--- src/rtl/fetg_pkg.sv ---
package fetg_pkg;
  localparam int NFLT = 12;

  localparam int FB_UNDERV   = 0;
  localparam int FB_OVERV    = 1;
  localparam int FB_HOT_DSG  = 2;
  localparam int FB_COLD_DSG = 3;
  localparam int FB_HOT_CHG  = 4;
  localparam int FB_COLD_CHG = 5;
  localparam int FB_OCD_A    = 6;
  localparam int FB_OCD_B    = 7;
  localparam int FB_OC_CHG   = 8;
  localparam int FB_SHORT    = 9;
  localparam int FB_DIAG_D   = 10;
  localparam int FB_DIAG_C   = 11;

  localparam logic [NFLT-1:0] DSG_ROUTE =
      NFLT'((1 << FB_UNDERV) | (1 << FB_HOT_DSG) | (1 << FB_COLD_DSG) |
            (1 << FB_OCD_A) | (1 << FB_OCD_B) | (1 << FB_SHORT) | (1 << FB_DIAG_D));
  localparam logic [NFLT-1:0] CHG_ROUTE =
      NFLT'((1 << FB_OVERV) | (1 << FB_HOT_CHG) | (1 << FB_COLD_CHG) |
            (1 << FB_OC_CHG) | (1 << FB_SHORT) | (1 << FB_DIAG_C));
endpackage

--- src/rtl/fetg_route.sv ---
module fetg_route #(
  parameter int            NF    = 12,
  parameter logic [NF-1:0] ROUTE = '0
) (
  input  logic [NF-1:0] flt_i,
  input  logic [NF-1:0] auto_i,
  input  logic          blk_i,
  input  logic          frc_i,
  input  logic          frc_ok_i,
  output logic          inh_o,
  output logic          req_o
);
  // A fault only counts when it belongs to this switch and may act alone.
  always_comb begin
    inh_o = |(flt_i & auto_i & ROUTE);
    req_o = !blk_i && (!inh_o || (frc_i && frc_ok_i));
  end
endmodule

--- src/rtl/fetg_bodydiode.sv ---
module fetg_bodydiode #(
  parameter int CW = 16
) (
  input  logic          series_i,
  input  logic          bd_en_i,
  input  logic [CW-1:0] cur_i,
  input  logic [CW-1:0] thr_i,
  input  logic          chg_req_i,
  input  logic          dsg_req_i,
  input  logic          blk_chg_i,
  input  logic          blk_dsg_i,
  output logic          bd_chg_o,
  output logic          bd_dsg_o
);
  localparam logic [CW-1:0] ONE = CW'(1);

  logic [CW-1:0] mag;
  logic          neg, over, armed;

  // Magnitude in CW unsigned bits also covers the most negative sample.
  always_comb begin
    neg   = cur_i[CW-1];
    mag   = neg ? (~cur_i + ONE) : cur_i;
    over  = mag > thr_i;
    armed = series_i && bd_en_i && over;
    // Decided on the normal requests, so the override cannot undo itself.
    bd_dsg_o = armed && !neg && chg_req_i && !dsg_req_i && !blk_dsg_i;
    bd_chg_o = armed &&  neg && dsg_req_i && !chg_req_i && !blk_chg_i;
  end
endmodule

--- src/rtl/fetg_pulltimer.sv ---
module fetg_pulltimer #(
  parameter int PULL_CYC = 5000
) (
  input  logic clk,
  input  logic rst_n,
  input  logic chg_q_i,
  input  logic chg_d_i,
  output logic pull_o
);
  localparam int              CNTW = $clog2(PULL_CYC + 1);
  localparam logic [CNTW-1:0] LOAD = CNTW'(PULL_CYC);

  logic [CNTW-1:0] cnt_q, cnt_d;
  logic            cnt_en;

  always_comb begin
    cnt_d  = cnt_q;
    cnt_en = 1'b0;
    if (chg_d_i) begin
      if (cnt_q != '0) begin
        cnt_d  = '0;
        cnt_en = 1'b1;
      end
    end else if (chg_q_i) begin
      cnt_d  = LOAD;
      cnt_en = 1'b1;
    end else if (cnt_q != '0) begin
      cnt_d  = cnt_q - CNTW'(1);
      cnt_en = 1'b1;
    end
  end

  always_ff @(posedge clk or negedge rst_n) begin
    if (!rst_n)      cnt_q <= '0;
    else if (cnt_en) cnt_q <= cnt_d;
  end

  assign pull_o = (cnt_q != '0);
endmodule

--- src/rtl/fet_guard.sv ---
module fet_guard
  import fetg_pkg::*;
#(
  parameter int CW       = 16,
  parameter int PULL_CYC = 5000
) (
  input  logic          clk,
  input  logic          rst_n,
  input  logic [11:0]   flt_i,
  input  logic [11:0]   auto_en_i,
  input  logic          blk_chg_i,
  input  logic          blk_dsg_i,
  input  logic          frc_chg_i,
  input  logic          frc_dsg_i,
  input  logic          frc_allow_i,
  input  logic          series_i,
  input  logic          bd_en_i,
  input  logic [CW-1:0] cur_i,
  input  logic [CW-1:0] bd_thr_i,
  output logic          chg_on_o,
  output logic          dsg_on_o,
  output logic          ocd_en_o,
  output logic          chg_pull_lo_o
);
  logic [1:0] rst_sync;
  logic       rst_sync_n;
  logic       dsg_inh, chg_inh, dsg_req, chg_req, bd_dsg, bd_chg;
  logic       dsg_d, chg_d, dsg_q, chg_q, ocd_q;

  always_ff @(posedge clk or negedge rst_n) begin
    if (!rst_n) rst_sync <= 2'b00;
    else        rst_sync <= {rst_sync[0], 1'b1};
  end
  assign rst_sync_n = rst_sync[1];

  fetg_route #(.NF(NFLT), .ROUTE(DSG_ROUTE)) u_route_dsg (
    .flt_i(flt_i), .auto_i(auto_en_i), .blk_i(blk_dsg_i), .frc_i(frc_dsg_i),
    .frc_ok_i(frc_allow_i), .inh_o(dsg_inh), .req_o(dsg_req));

  fetg_route #(.NF(NFLT), .ROUTE(CHG_ROUTE)) u_route_chg (
    .flt_i(flt_i), .auto_i(auto_en_i), .blk_i(blk_chg_i), .frc_i(frc_chg_i),
    .frc_ok_i(frc_allow_i), .inh_o(chg_inh), .req_o(chg_req));

  fetg_bodydiode #(.CW(CW)) u_bd (
    .series_i(series_i), .bd_en_i(bd_en_i), .cur_i(cur_i), .thr_i(bd_thr_i),
    .chg_req_i(chg_req), .dsg_req_i(dsg_req), .blk_chg_i(blk_chg_i),
    .blk_dsg_i(blk_dsg_i), .bd_chg_o(bd_chg), .bd_dsg_o(bd_dsg));

  always_comb begin
    dsg_d = dsg_req || bd_dsg;
    chg_d = chg_req || bd_chg;
  end

  always_ff @(posedge clk or negedge rst_sync_n) begin
    if (!rst_sync_n) begin
      dsg_q <= 1'b0;
      chg_q <= 1'b0;
      ocd_q <= 1'b0;
    end else begin
      dsg_q <= dsg_d;
      chg_q <= chg_d;
      ocd_q <= dsg_d;
    end
  end

  fetg_pulltimer #(.PULL_CYC(PULL_CYC)) u_pull (
    .clk(clk), .rst_n(rst_sync_n), .chg_q_i(chg_q), .chg_d_i(chg_d),
    .pull_o(chg_pull_lo_o));

  assign chg_on_o = chg_q;
  assign dsg_on_o = dsg_q;
  assign ocd_en_o = ocd_q;
endmodule

--- config.mk ---
export PLATFORM = sky130hd
export DESIGN_NAME = fet_guard
export DESIGN_NICKNAME = d
export VERILOG_FILES = /design/src/rtl/fetg_pkg.sv /design/src/rtl/fetg_route.sv /design/src/rtl/fetg_bodydiode.sv /design/src/rtl/fetg_pulltimer.sv /design/src/rtl/fet_guard.sv
export SDC_FILE = /design/constraint.sdc
export NUM_CORES = 1
export LEC_CHECK = 0
export ABC_AREA = 1
export CAP_MARGIN = 20
export CORE_ASPECT_RATIO = 1.25
export CORE_UTILIZATION = 45
export CTS_CLUSTER_DIAMETER = 30
export DETAILED_ROUTE_END_ITERATION = 16
export PLACE_DENSITY = 0.92
export SKIP_LAST_GASP = 1
export SYNTH_ARGS = -nofsm -noshare
export SYNTH_HDL_FRONTEND = slang
export SYNTH_SLANG_ARGS = --single-unit
--- constraint.sdc ---
create_clock -name clk -period 2.3 [get_ports clk]
set_clock_uncertainty 0.15 [all_clocks]
set_input_delay 0.345 -clock clk [delete_from_list [all_inputs] [get_ports clk]]
set_output_delay 0.345 -clock clk [all_outputs]
set_load 0.005 [all_outputs]
==> results_dict.tcl <==
set metrics [dict create \
    status "complete, but fails checks" \
    violations "setup timing" \
    worstRegToRegCells 10 \
    num_antenna_cells 0 \
    htreeDepth 1 \
    area_growth_pct 74.49 \
    finalHoldViolCount 0 \
    core_region_area_mm2 0.003847 \
    ff2ff_setup_slack_ns 0.46 \
    clk_latency_ns 0.26 \
    fillers 198 \
    seq_area_um2 425.4 \
    slowest_delay_ns 0.29 \
    path_cells "dlygate4sd2_1 -> inv_1 -> nand3_2 -> nor2_4 -> buf_4 -> buf_4 -> nor2_1 -> xor2_1 -> ha_1 -> nand2_1 -> nand2_1 -> nand3_1 -> nand2_1 -> a21oi_1 -> nand2_2 -> nand3_4 -> nand2_4 -> inv_6 -> nand2_8 -> nor2_2" \
    grt-ovfl-total 0 \
    synth-main-ff-cell "dfrtp_1" \
    cts_buffers 3 \
    worst-path-stages 20 \
    clk_pin_slew_ns 0.06 \
    yosys-top-cells-area "dfrtp_1 23%, ha_1 12%, nand2_1 12%, inv_1 9.3%, xor2_1 8.5%" \
    end_kind "flop" \
    slowest_stage "ha_1" \
    synth_top_area_share_pct 22.94 \
    syn_nets 338 \
    cts_root_buf "clkbuf_8" \
    grt_pass1_vias 2437 \
    ys_ff_latch 17 \
    crit_type "in2reg" \
    power.total_mw 1.842 \
    critPathBufInv 5 \
    async_reset_ff_share_pct 100.0 \
    netlist_instances 255 \
    ant_nets 0 \
    crit_top_cell "nand2_1" \
    grt_max_degree 16 \
    grtUsageTotal_pct 31.92 \
    synth_cell_types 34 \
    synth.avg_cell_area_um2 7.272 \
    rsz0062_at_grt "yes" \
    drv_slew 0 \
    synth-seq-area-share_pct 22.94 \
    synth_common_cells "57 x nand2_1, 46 x inv_1, 18 x ha_1, 18 x nor2_1, 18 x xor2_1" \
    r2r-start "u_pull.cnt_q[0]" \
    crit_fanout 5 \
    floorplan.rows 25 \
    r2r_end "u_pull.cnt_q[1]" \
    wl_per_cell_um 16.99 \
    synth_area_leader_cell "dfrtp_1" \
    nNetsFinal 460 \
    ys_warn_count 0 \
    io_buffers 68 \
    die_x_um 59.42 \
    cts_sinks 17 \
    relSlewSlack_pct 59.44 \
    syn_area_mm2 0.001854 \
    multiInputGateArea_mm2 0.001394 \
    grt_pass1_wl_um 10270 \
    die_y_um 73.77 \
    power.density_mw_per_mm2 569.1 \
    cts_buffer_depth 2 \
    worst_pin_slew_ns 0.6085 \
    cp-start-kind "primary input" \
    setup_ws_ns -0.5443 \
    cap_violations 0 \
    cpLargestDelayFamily "simple AND/OR/NAND/NOR gates" \
    worst_hold_path_type "reg2async" \
    drt-vias-per-instance 5.281 \
    vdd_drop_max_v 0.0002459 \
    power.leakage_nw 1.597 \
    drive_above_1_share_pct 35.64 \
    hpwl_um 4530 \
    synth-edff-count 0 \
    wl_um 7305 \
    timing.fmax_mhz 351.6 \
    crit_arrival_ns 2.89 \
    fin_tns_setup_ns -7.534 \
    synth.most_common_cell "nand2_1" \
    antenna_found_initial 0 \
    die_area_mm2 0.004383 \
    setup_viol 15 \
    min_period_over_period_pct 123.7 \
    tritoncts "yes" \
    top_level_ports 69 \
    required_ns 2.35 \
    num_vias 2271 \
    gp_congestion 0.8209 \
    detail_route.iter0.violations 139 \
    fin_crit_ns 2.844 \
    start_util_pct 48.20 \
    dr.pass1.iters 4 \
    drc 0 \
]
worst register-to-register path, stage by stage (launching register included):
cell and delay, ns:
dfrtp_1 0.40, inv_2 0.09, ha_4 0.15, nand3_4 0.11
buf_4 0.17, nor3_4 0.19, nand3b_4 0.16, nand2_2 0.09
inv_2 0.07, nand4_1 0.09, nand2_1 0.07
cell families after synthesis:
logic type / share of synthesized area, %
flip-flops: 22.94
AND/OR/NAND/NOR: 36.44
AO/OA/AOI/OAI: 7.018
buffers and inverters: 10.86
XOR/XNOR: 10.39
adder cells (fa/ha/maj): 12.15
other: 0.2022
cell type report:
class	count	area share [%]
multi-input combinational	186	43.08
timing repair buffer	119	33.57
sequential	17	13.15
inverter	50	6.729
tap	54	2.088
clock buffer	4	1.392
per-layer routing:
| layer | wire length [µm] | track usage, % |
|---|---|---|
| met1 | 2198 | 25.91 |
| met2 | 4092 | 64.17 |
| met3 | 386 | 4.401 |
| met4 | 627 | 26.19 |
| met5 | 0 | 0 |
state kept, by name, indices dropped and copies added (netlist names):
name and cells:
u_pull.cnt_q 13, rst_sync 2, chg_on_o 1, ocd_en_o 1
report_power, final:
group / switching (mW) / internal (mW)
registers: 0.143 / 0.394
logic: 0.556 / 0.525
clock network: 0.100 / 0.123
timing repair:
action                                  4_1_cts  5_1_grt
endpoints found under the setup margin       16       16
gates cloned                                  1        0
endpoints found under the hold margin         0        0
buffers inserted                             19        6
pin swaps                                    32       26
gates resized for setup                      74       17
hold buffers                                  0        0
metrics by stage:
step / hold WS, ns / cells / cell area, µm² / setup slack [ns] / util, %
final: 0.1004 / 430 / 3236 / -0.5443 / 84.10
after global routing: 0.09968 / 430 / 3236 / -0.6535 / 84.10
after CTS: 0.1051 / 424 / 3128 / -0.2320 / 81.30
after detailed placement: 0.1099 / 400 / 2841 / -1.009 / 73.85
after global placement: 0.09450 / 400 / 2841 / -0.8880 / 73.85
after floorplan: -0.1006 / 255 / 1917 / -0.1509 / -
how the worst max path moves through the flow:
| stage | from | endpoint | slack [ns] |
|---|---|---|---|
| after floorplan | cur_i[3] | u_pull.cnt_q[4] | -0.15 |
| after global routing | cur_i[6] | u_pull.cnt_q[4] | -0.65 |
| final | cur_i[6] | u_pull.cnt_q[4] | -0.54 |
| after CTS | cur_i[4] | u_pull.cnt_q[4] | -0.23 |
| after detailed placement | cur_i[0] | u_pull.cnt_q[5] | -1.01 |
| after global placement | cur_i[0] | u_pull.cnt_q[11] | -0.89 |
cell usage in the layout (no fill, tap or decap), drive strengths merged, types with 2 or more instances in the layout:
cell type      netlist  final
dfrtp               17     17
clkbuf               1      4
clkdlybuf4s50        0     55
nor2                31     31
a21oi               10     10
nand2               62     62
dlygate4sd2          0      6
ha                  18     18
buf                  1     56
clkdlybuf4s15        0      2
xor2                18     18
inv                 50     50
nand3               13     13
xnor2                4      4
nor4                 2      2
nor3                 5      5
nand4                7      7
o21ai                9      9
Note: power is estimated with default switching activity, not from simulation.
